--- src/rtl/sha512_sched_pkg.sv ---
package sha512_sched_pkg;
   localparam int unsigned DEF_WORD_W = 64;
   localparam int unsigned DEF_LANES  = 4;
   localparam int unsigned DEF_ROT_A  = 1;
   localparam int unsigned DEF_ROT_B  = 8;
   localparam int unsigned DEF_SHR_C  = 7;
   localparam int unsigned DEF_SRC_WORDS = 2;
endpackage

--- src/rtl/sched_sigma0.sv ---
module sched_sigma0 #(
   parameter int unsigned WORD_W = sha512_sched_pkg::DEF_WORD_W,
   parameter int unsigned ROT_A  = sha512_sched_pkg::DEF_ROT_A,
   parameter int unsigned ROT_B  = sha512_sched_pkg::DEF_ROT_B,
   parameter int unsigned SHR_C  = sha512_sched_pkg::DEF_SHR_C
) (
   input  logic [WORD_W-1:0] word_i,
   output logic [WORD_W-1:0] mix_o
);
   logic [WORD_W-1:0] rot_a_w, rot_b_w, shr_w;

   generate
      if (ROT_A == 0 || ROT_A >= WORD_W) begin : g_bad_a
         $error("sched_sigma0: ROT_A out of range");
      end
      if (ROT_B == 0 || ROT_B >= WORD_W) begin : g_bad_b
         $error("sched_sigma0: ROT_B out of range");
      end
      if (SHR_C >= WORD_W) begin : g_bad_c
         $error("sched_sigma0: SHR_C out of range");
      end
   endgenerate

   // constant amounts: pure wiring
   assign rot_a_w = {word_i[ROT_A-1:0], word_i[WORD_W-1:ROT_A]};
   assign rot_b_w = {word_i[ROT_B-1:0], word_i[WORD_W-1:ROT_B]};
   assign shr_w   = word_i >> SHR_C;
   assign mix_o   = rot_a_w ^ rot_b_w ^ shr_w;
endmodule

--- src/rtl/sched_lane.sv ---
module sched_lane #(
   parameter int unsigned WORD_W = sha512_sched_pkg::DEF_WORD_W
) (
   input  logic [WORD_W-1:0] own_i,
   input  logic [WORD_W-1:0] next_i,
   output logic [WORD_W-1:0] sum_o
);
   logic [WORD_W-1:0] mix_w;

   sched_sigma0 #(.WORD_W(WORD_W)) u_sig (
      .word_i (next_i),
      .mix_o  (mix_w)
   );

   // width-limited add, carry out discarded
   assign sum_o = own_i + mix_w;
endmodule

--- src/rtl/sched_out_stage.sv ---
module sched_out_stage #(
   parameter int unsigned DATA_W = 256
) (
   input  logic              clk,
   input  logic              rst,
   input  logic              in_valid,
   output logic              in_ready,
   input  logic [DATA_W-1:0] in_data,
   output logic              out_valid,
   input  logic              out_ready,
   output logic [DATA_W-1:0] out_data
);
   logic take_w;

   generate
      if (DATA_W == 0) begin : g_bad_w
         $error("sched_out_stage: DATA_W must be nonzero");
      end
   endgenerate

   assign in_ready = !out_valid || out_ready;
   assign take_w   = in_valid && in_ready;

   always_ff @(posedge clk) begin
      if (rst) begin
         out_valid <= 1'b0;
      end else if (take_w) begin
         out_valid <= 1'b1;
      end else if (out_ready) begin
         out_valid <= 1'b0;
      end
   end

   always_ff @(posedge clk) begin
      if (take_w) out_data <= in_data;
   end


   valid_clear_chk: assert property (@(posedge clk) $past(rst) |-> !out_valid);

   accept_shows_chk: assert property (@(posedge clk) disable iff (rst)
      (in_valid && in_ready) |=> out_valid);

   hold_stable_chk: assert property (@(posedge clk) disable iff (rst)
      (out_valid && !out_ready) |=> (out_valid && $stable(out_data)));

   stall_block_chk: assert property (@(posedge clk) disable iff (rst)
      (out_valid && !out_ready) |-> !in_ready);

   drain_clear_chk: assert property (@(posedge clk) disable iff (rst)
      (out_ready && !in_valid) |=> !out_valid);
endmodule

--- src/rtl/sha512_msg_sigma0.sv ---
module sha512_msg_sigma0 #(
   parameter int unsigned WORD_W    = sha512_sched_pkg::DEF_WORD_W,
   parameter int unsigned LANES     = sha512_sched_pkg::DEF_LANES,
   parameter int unsigned SRC_WORDS = sha512_sched_pkg::DEF_SRC_WORDS
) (
   input  logic                      clk,
   input  logic                      rst,
   input  logic                      in_valid,
   output logic                      in_ready,
   input  logic [LANES*WORD_W-1:0]   in_dst,
   input  logic [SRC_WORDS*WORD_W-1:0] in_src,
   output logic                      out_valid,
   input  logic                      out_ready,
   output logic [LANES*WORD_W-1:0]   out_data
);
   localparam int unsigned DATA_W = LANES * WORD_W;

   logic [WORD_W-1:0] words_w [LANES+1];
   logic [DATA_W-1:0] sum_w;
   logic [SRC_WORDS*WORD_W-1:0] src_unused_w;

   generate
      if (LANES < 1) begin : g_bad_l
         $error("sha512_msg_sigma0: LANES must be at least 1");
      end
      if (SRC_WORDS < 1) begin : g_bad_s
         $error("sha512_msg_sigma0: SRC_WORDS must be at least 1");
      end
   endgenerate

   // only the low word of the narrow operand is used
   assign src_unused_w = in_src;
   assign words_w[LANES] = src_unused_w[WORD_W-1:0];

   generate
      for (genvar g = 0; g < LANES; g++) begin : g_lane
         assign words_w[g] = in_dst[g*WORD_W +: WORD_W];
         // lane g pairs with word g+1
         sched_lane #(.WORD_W(WORD_W)) u_lane (
            .own_i  (words_w[g]),
            .next_i (words_w[g+1]),
            .sum_o  (sum_w[g*WORD_W +: WORD_W])
         );
      end
   endgenerate

   sched_out_stage #(.DATA_W(DATA_W)) u_stage (
      .clk       (clk),
      .rst       (rst),
      .in_valid  (in_valid),
      .in_ready  (in_ready),
      .in_data   (sum_w),
      .out_valid (out_valid),
      .out_ready (out_ready),
      .out_data  (out_data)
   );
endmodule

--- config.mk ---
export PLATFORM = sky130hd
export DESIGN_NAME = sha512_msg_sigma0
export DESIGN_NICKNAME = d
export VERILOG_FILES = /design/src/rtl/sha512_sched_pkg.sv /design/src/rtl/sched_sigma0.sv /design/src/rtl/sched_lane.sv /design/src/rtl/sched_out_stage.sv /design/src/rtl/sha512_msg_sigma0.sv
export SDC_FILE = /design/constraint.sdc
export NUM_CORES = 1
export LEC_CHECK = 0
export CORE_MARGIN = 4
export CORE_UTILIZATION = 42
export DETAILED_ROUTE_END_ITERATION = 8
export DONT_BUFFER_PORTS = 1
export PLACE_DENSITY = 0.63
export REMOVE_ABC_BUFFERS = 1
export SLEW_MARGIN = 20
export SYNTH_ARGS = -nofsm -noshare
export SYNTH_HDL_FRONTEND = slang
export SYNTH_SLANG_ARGS = --single-unit
--- constraint.sdc ---
create_clock -name clk -period 20.8 [get_ports clk]
set_input_delay 0 -clock clk [delete_from_list [all_inputs] [get_ports clk]]
set_output_delay 0 -clock clk [all_outputs]
set_load 0.05 [all_outputs]
### After elaboration in Yosys (flattened, before gate mapping)

Index checks and enable logic that the tools add are counted.

| storage, ports and cells | value |
|---|---|
| register bits after elaboration | 257 |
| bits in latches | 0 |
| memory bits (writable) | 0 |
| bits in read-only memories | 0 |
| output and inout bits | 258 |
| word-level logic and storage cells | 20 |
| memories kept | 0 |

| cells by class | value |
|---|---|
| $add $sub $neg | 4 |
| $mul | 0 |
| div/mod/pow operators | 0 |
| magnitude comparators | 0 |
| equal/unequal tests | 0 |
| shift-type cells | 0 |
| muxes and demuxes | 2 |
| bitwise logic cells | 8 |
| reductions and logical operators | 4 |

Operators by type and width:

| operator | number |
|---|---|
| $add 64x64->64 | 4 |
| $xor 64x57->64 | 4 |
| $xor 64x64->64 | 4 |
| $mux 1 | 2 |
| $reduce_bool 2->1 | 1 |
| $logic_and 1x1->1 | 1 |
| $logic_not 1->1 | 1 |
| $logic_or 1x1->1 | 1 |

### Depth between registers and ports, before layout

| depth | value |
|---|---|
| word-level depth | 4 |
| gate-level depth with buffers | 14 |

### Cells and area by module

A second synthesis with hierarchy kept.

| second synthesis, totals | value |
|---|---|
| cells, all modules | 2784 |
| area, all modules | 28678.8 µm² |

Modules (own cells, without submodules):

| module | instances | cells an instance | area an instance (µm²) |
|---|---|---|---|
| sched_lane (g_lane[0].u_lane ...) | 2 | 579 | 3902.5 |
| sched_out_stage | 1 | 261 | 7742.4 |
| sched_sigma0 | 4 | 64 | 1416.4 |
| sched_lane (g_lane[2].u_lane) | 1 | 565 | 3739.8 |
| sched_lane (g_lane[3].u_lane) | 1 | 544 | 3726.1 |

### Worst setup path before layout

No wires, ideal clock.

| path | value |
|---|---|
| kind | register to register |
| start point | register u_stage.out_valid |
| end point | register u_stage.out_data[0], enable pin |
| setup time | 0.648 ns |
| arrival time | 6.845 ns |
| required time | 20.152 ns |
| path slack | 13.307 ns |
| stages on the path, launching flop included | 3 |
| cells stage by stage | dfxtp_1 nand2b_1 and2_1 |

| on the way | value |
|---|---|
| longest elaborated chain between the ends | 3 |

RTL lines:

| element | line | RTL |
|---|---|---|
| start: declaration | sched_out_stage.sv:9 | `output logic out_valid,` |
| start signal: assignment | sched_out_stage.sv:26 | `out_valid <= 1'b0;` |
| start signal: assignment | sched_out_stage.sv:28 | `out_valid <= 1'b1;` |
| start signal: assignment | sched_out_stage.sv:30 | `out_valid <= 1'b0;` |
| $logic_not 1->1 | sched_out_stage.sv:21 | `assign in_ready = !out_valid \|\| out_ready;` |
| $logic_or 1x1->1 | sched_out_stage.sv:21 |  |
| via in_ready | sha512_msg_sigma0.sv:9 | `output logic in_ready,` |
| $logic_and 1x1->1 | sched_out_stage.sv:22 | `assign take_w = in_valid && in_ready;` |
| via u_stage.take_w | sched_out_stage.sv:13 | `logic take_w;` |
| end signal: assignment | sched_out_stage.sv:35 | `if (take_w) out_data <= in_data;` |
| end: declaration | sched_out_stage.sv:11 | `output logic [DATA_W-1:0] out_data` |

The timed path passes the listed nets, and every way through them passes these cells.
A chain may end at the register's enable or synchronous reset.

### Worst setup path in the final report

| path | value |
|---|---|
| start point | input in_dst[71] |
| end point | register u_stage.out_data[41], data pin |

| on the way | value |
|---|---|
| longest elaborated chain between the ends | 3 |

RTL lines:

| element | line | RTL |
|---|---|---|
| start: declaration | sha512_msg_sigma0.sv:10 | `input logic [LANES*WORD_W-1:0] in_dst,` |
| $xor 64x64->64 | sched_sigma0.sv:28 | `assign mix_o = rot_a_w ^ rot_b_w ^ shr_w;` |
| $xor 64x57->64 (*) | sched_sigma0.sv:28 |  |
| $add 64x64->64 (*) | sched_lane.sv:16 | `assign sum_o = own_i + mix_w;` |
| via g_lane[0].u_lane.sum_o[41] | sched_lane.sv:6 | `output logic [WORD_W-1:0] sum_o` |

The timed path passes the listed nets; every way through them passes the cells marked *.

==> run_results.csv <==
group,metric,value,unit
worst_setup_path,path_common_cell,"dlygate4sd3_1",
global_route,track_usage,0.311,
timing,timing.slew.headroom,0.221,
drt,drtIter0Drc,1741,
clock_network,clockRootBuffer,"clkbuf_16",
worst_setup_path,endpoint_kind,"register",
yosys,async_reset_ff_frac,0,
timing,post-route-period-util,0.221,
final_layout,syn2layout_area_growth,18.1,%
yosys,synth_seq_area_share,0.286,
timing,setup_viol,0,
worst_setup_path,crit_fanout,5,
yosys,ys_types,80,
die,die_h,261,µm
timing,min_period,4590,ps
drt,dr.pass1.iters,7,
drt,via_per_inst,6.06,
drt,drcViolationCount,0,
yosys,ys.warnings.count,0,
die,initial_core_util,0.426,
global_route,grt_pass1_wl,160,mm
clock_network,cts_sinks,257,
power_and_ir_drop,p_per_area,98.8,mW/mm²
die,die-area,0.0683,mm²
final_layout,n_fill_cell,5915,
yosys,ys_ff_latch,257,
yosys,syn-instance-count,2922,
worst_setup_path,crit_family,"compound AO/OA/AOI/OAI gates",
die,die_x,261,µm
drt,vias,24500,
die,rows,92,
clock_network,ctsResizeCount,0,
power_and_ir_drop,power.leakage,12.2,nW
placement,numPortBuffers,0,
placement,place.detailed.hpwl,86.8,mm
clock_network,cts_setup_buffers,0,
timing,hold_viol,0,
final_layout,fin_nets,3835,
drt,wl_per_cell,27.5,µm
clock_network,clock_path_buffers,3,
worst_setup_path,crit_path_max_incr_delay,970,ps
clock_network,cts-htree-levels,2,
timing,tightestPinTransition,1160,ps
yosys,synth_edf_count,256,
final_layout,drive_above_1_share,0.0251,
timing,fmax,0.218,GHz
worst_setup_path,crit_chain,"dlygate4sd3_1 > xnor2_1 > ha_1 > a2111oi_0 > o21ai_1 > a31oi_1 > nor2_1 > a311oi_1 > o21bai_1 > a21oi_1 > o31ai_1 > xor2_1 > dlygate4sd3_1",
job,maxCapViolations,0,
worst_setup_path,required,21110,ps
worst_setup_path,critPathKind,"input port to register",
global_route,grt_max_degree,138,
timing,setup_tns,0,ps
placement,place_congestion,0.929,
final_layout,regArea,0.00771,mm²
worst_setup_path,arrival,4900,ps
timing,rsz0062_at_grt,"false",
timing,skew,19.8,ps
min_path,hold_class,"input port to register",
worst_setup_path,crit_slowest_cell,"a311oi_1",
power_and_ir_drop,ir_drop,0.0719,mV
yosys,netlist_area,0.0270,mm²
placement,post_dp_cell_area,0.0277,mm²
global_route,grt_pass1_vias,24600,
global_route,antenna_found_initial,11,
yosys,avgSynthCellArea,9.23,µm²
final_layout,stdcell_area,0.0319,mm²
worst_setup_path,path_buf_inv,2,
status,status,"finished, final reports clean",
drt,postRouteAntennaNets,0,
global_route,overflow,0,
yosys,synth_top_flop_cell,"edfxtp_1",
clock_network,clk_pin_slew_worst_paths,50,ps
die,io_pins,646,
drt,totalWireLength,111,mm
clock_network,clk-insertion-delay-late,560,ps
timing,slew_violations,0,
clock_network,cts_tree,"built",
worst_setup_path,startpoint_type,"input port",
final_layout,multi_input_area,0.0187,mm²
die,core_area,0.0633,mm²
clock_network,holdBufCountCts,298,
clock_network,cts_buffers,35,
==> state kept, by name, indices dropped and copies added, names as in the netlist <==
signal	cells
u_stage.out_valid	1
u_stage.out_data	256
==> area by class of cell <==
class / instances / share of cell area
repair buffers: 300 / 0.0945
diodes: 5 / 0.000393
clock inverters: 22 / 0.00660
inverters: 66 / 0.00778
well taps: 846 / 0.0332
flip-flops and latches: 257 / 0.242
clock buffers: 41 / 0.0295
multi-input cells: 2507 / 0.586
==> layer usage <==
| metal | track usage | vias to the layer above | share of wire |
|---|---|---|---|
| li1 | - | 11300 | - |
| met1 | 0.349 | 11700 | 0.37 |
| met2 | 0.543 | 1200 | 0.48 |
| met3 | 0.0928 | 279 | 0.097 |
| met4 | 0.141 | 0 | 0.054 |
| met5 | 0 | - | 0 |
==> through the flow <==
step | total power [mW] | util | worst slack [ps] | hold WS [ps] | instances
4_1_cts | 3.14 | 0.503 | 16280 | 1.74 | 4039
5_1_grt | 3.31 | 0.503 | 15960 | 23.5 | 4039
3_5_place_dp | 2.40 | 0.438 | 16820 | 74.6 | 3678
3_3_place_gp | 2.39 | 0.438 | 16850 | 69.7 | 3678
6_report | 3.15 | 0.503 | 16210 | 12.5 | 4044
2_1_floorplan | 2.10 | - | 13310 | 69.1 | 2830
==> cells in the mapped netlist, types with 16 or more instances <==
cell	instances	share of area
xnor2_1	607	0.20
a21oi_1	282	0.052
ha_1	276	0.13
edfxtp_1	256	0.29
nand2_1	182	0.025
a21o_1	147	0.041
nor2_1	142	0.020
xor2_1	108	0.035
clkbuf_1	90	0.013
nand4_1	72	0.017
o21ai_0	69	0.013
inv_1	66	0.0092
o21ai_1	62	0.012
nand3_1	60	0.011
o21bai_1	54	0.015
a31oi_1	40	0.0093
nor3_1	34	0.0063
a211oi_1	31	0.0086
o21a_1	29	0.0081
o211ai_1	25	0.0070
nor2b_1	22	0.0051
and3_1	20	0.0046
o31ai_1	18	0.0050
and2_1	17	0.0039
nand2b_1	16	0.0037
==> where the power goes <==
part / leakage (nW) / internal, mW / switching [mW]
clock network: 0.559 / 0.363 / 0.257
registers: 2.49 / 0.767 / 0.483
logic: 9.12 / 0.563 / 0.716
total: 12.2 / 1.69 / 1.46
==> worst paths after layout <==
path / startpoint / endpoint / slack, ps / depth (start not counted)
setup / recovery: in_dst[71] / u_stage.out_data[41] / 16210 / 13
hold / removal: in_dst[70] / u_stage.out_data[70] / 10 / 3
setup reg to reg: u_stage.out_valid / u_stage.out_data[215] / 17760 / 3
hold reg to reg: u_stage.out_valid / u_stage.out_valid / 1710 / 3
==> worst reg2reg max path, stage by stage, from the launching register on <==
cell and delay, ps:
dfxtp_1 470, nand2b_1 520, and2_4 740, buf_4 840
==> cells in the final DEF, fill, tap and decap left out, types with 25 or more instances in the layout <==
cell	Yosys	final
nand4_1	72	72
clkbuf_16	0	37
nand2_1	182	182
a31oi_1	40	40
o21ai_1	62	62
o211ai_1	25	25
nand3_1	60	60
o21bai_1	54	54
xnor2_1	607	607
xor2_1	108	108
inv_1	66	66
nor2_1	142	142
nor3_1	34	34
dlygate4sd3_1	0	298
ha_1	276	276
a21oi_1	282	282
a21o_1	147	147
edfxtp_1	256	256
o21a_1	29	29
o21ai_0	69	69
a211oi_1	31	31
==> kinds of logic (layout without fill, tap and decap cells) <==
kind of cell    count (synthesis)  count (layout)  share of synthesized area
flops                         257             257                      0.286
other cells                     0               5                          0
buf+inv                       158             429                     0.0221
fa+ha+maj                     280             280                      0.131
compound gates                875             875                      0.211
mux                            10              10                    0.00390
simple gates                  627             627                      0.114
xor+xnor                      715             715                      0.232
Power figures use the tool's default switching activity.
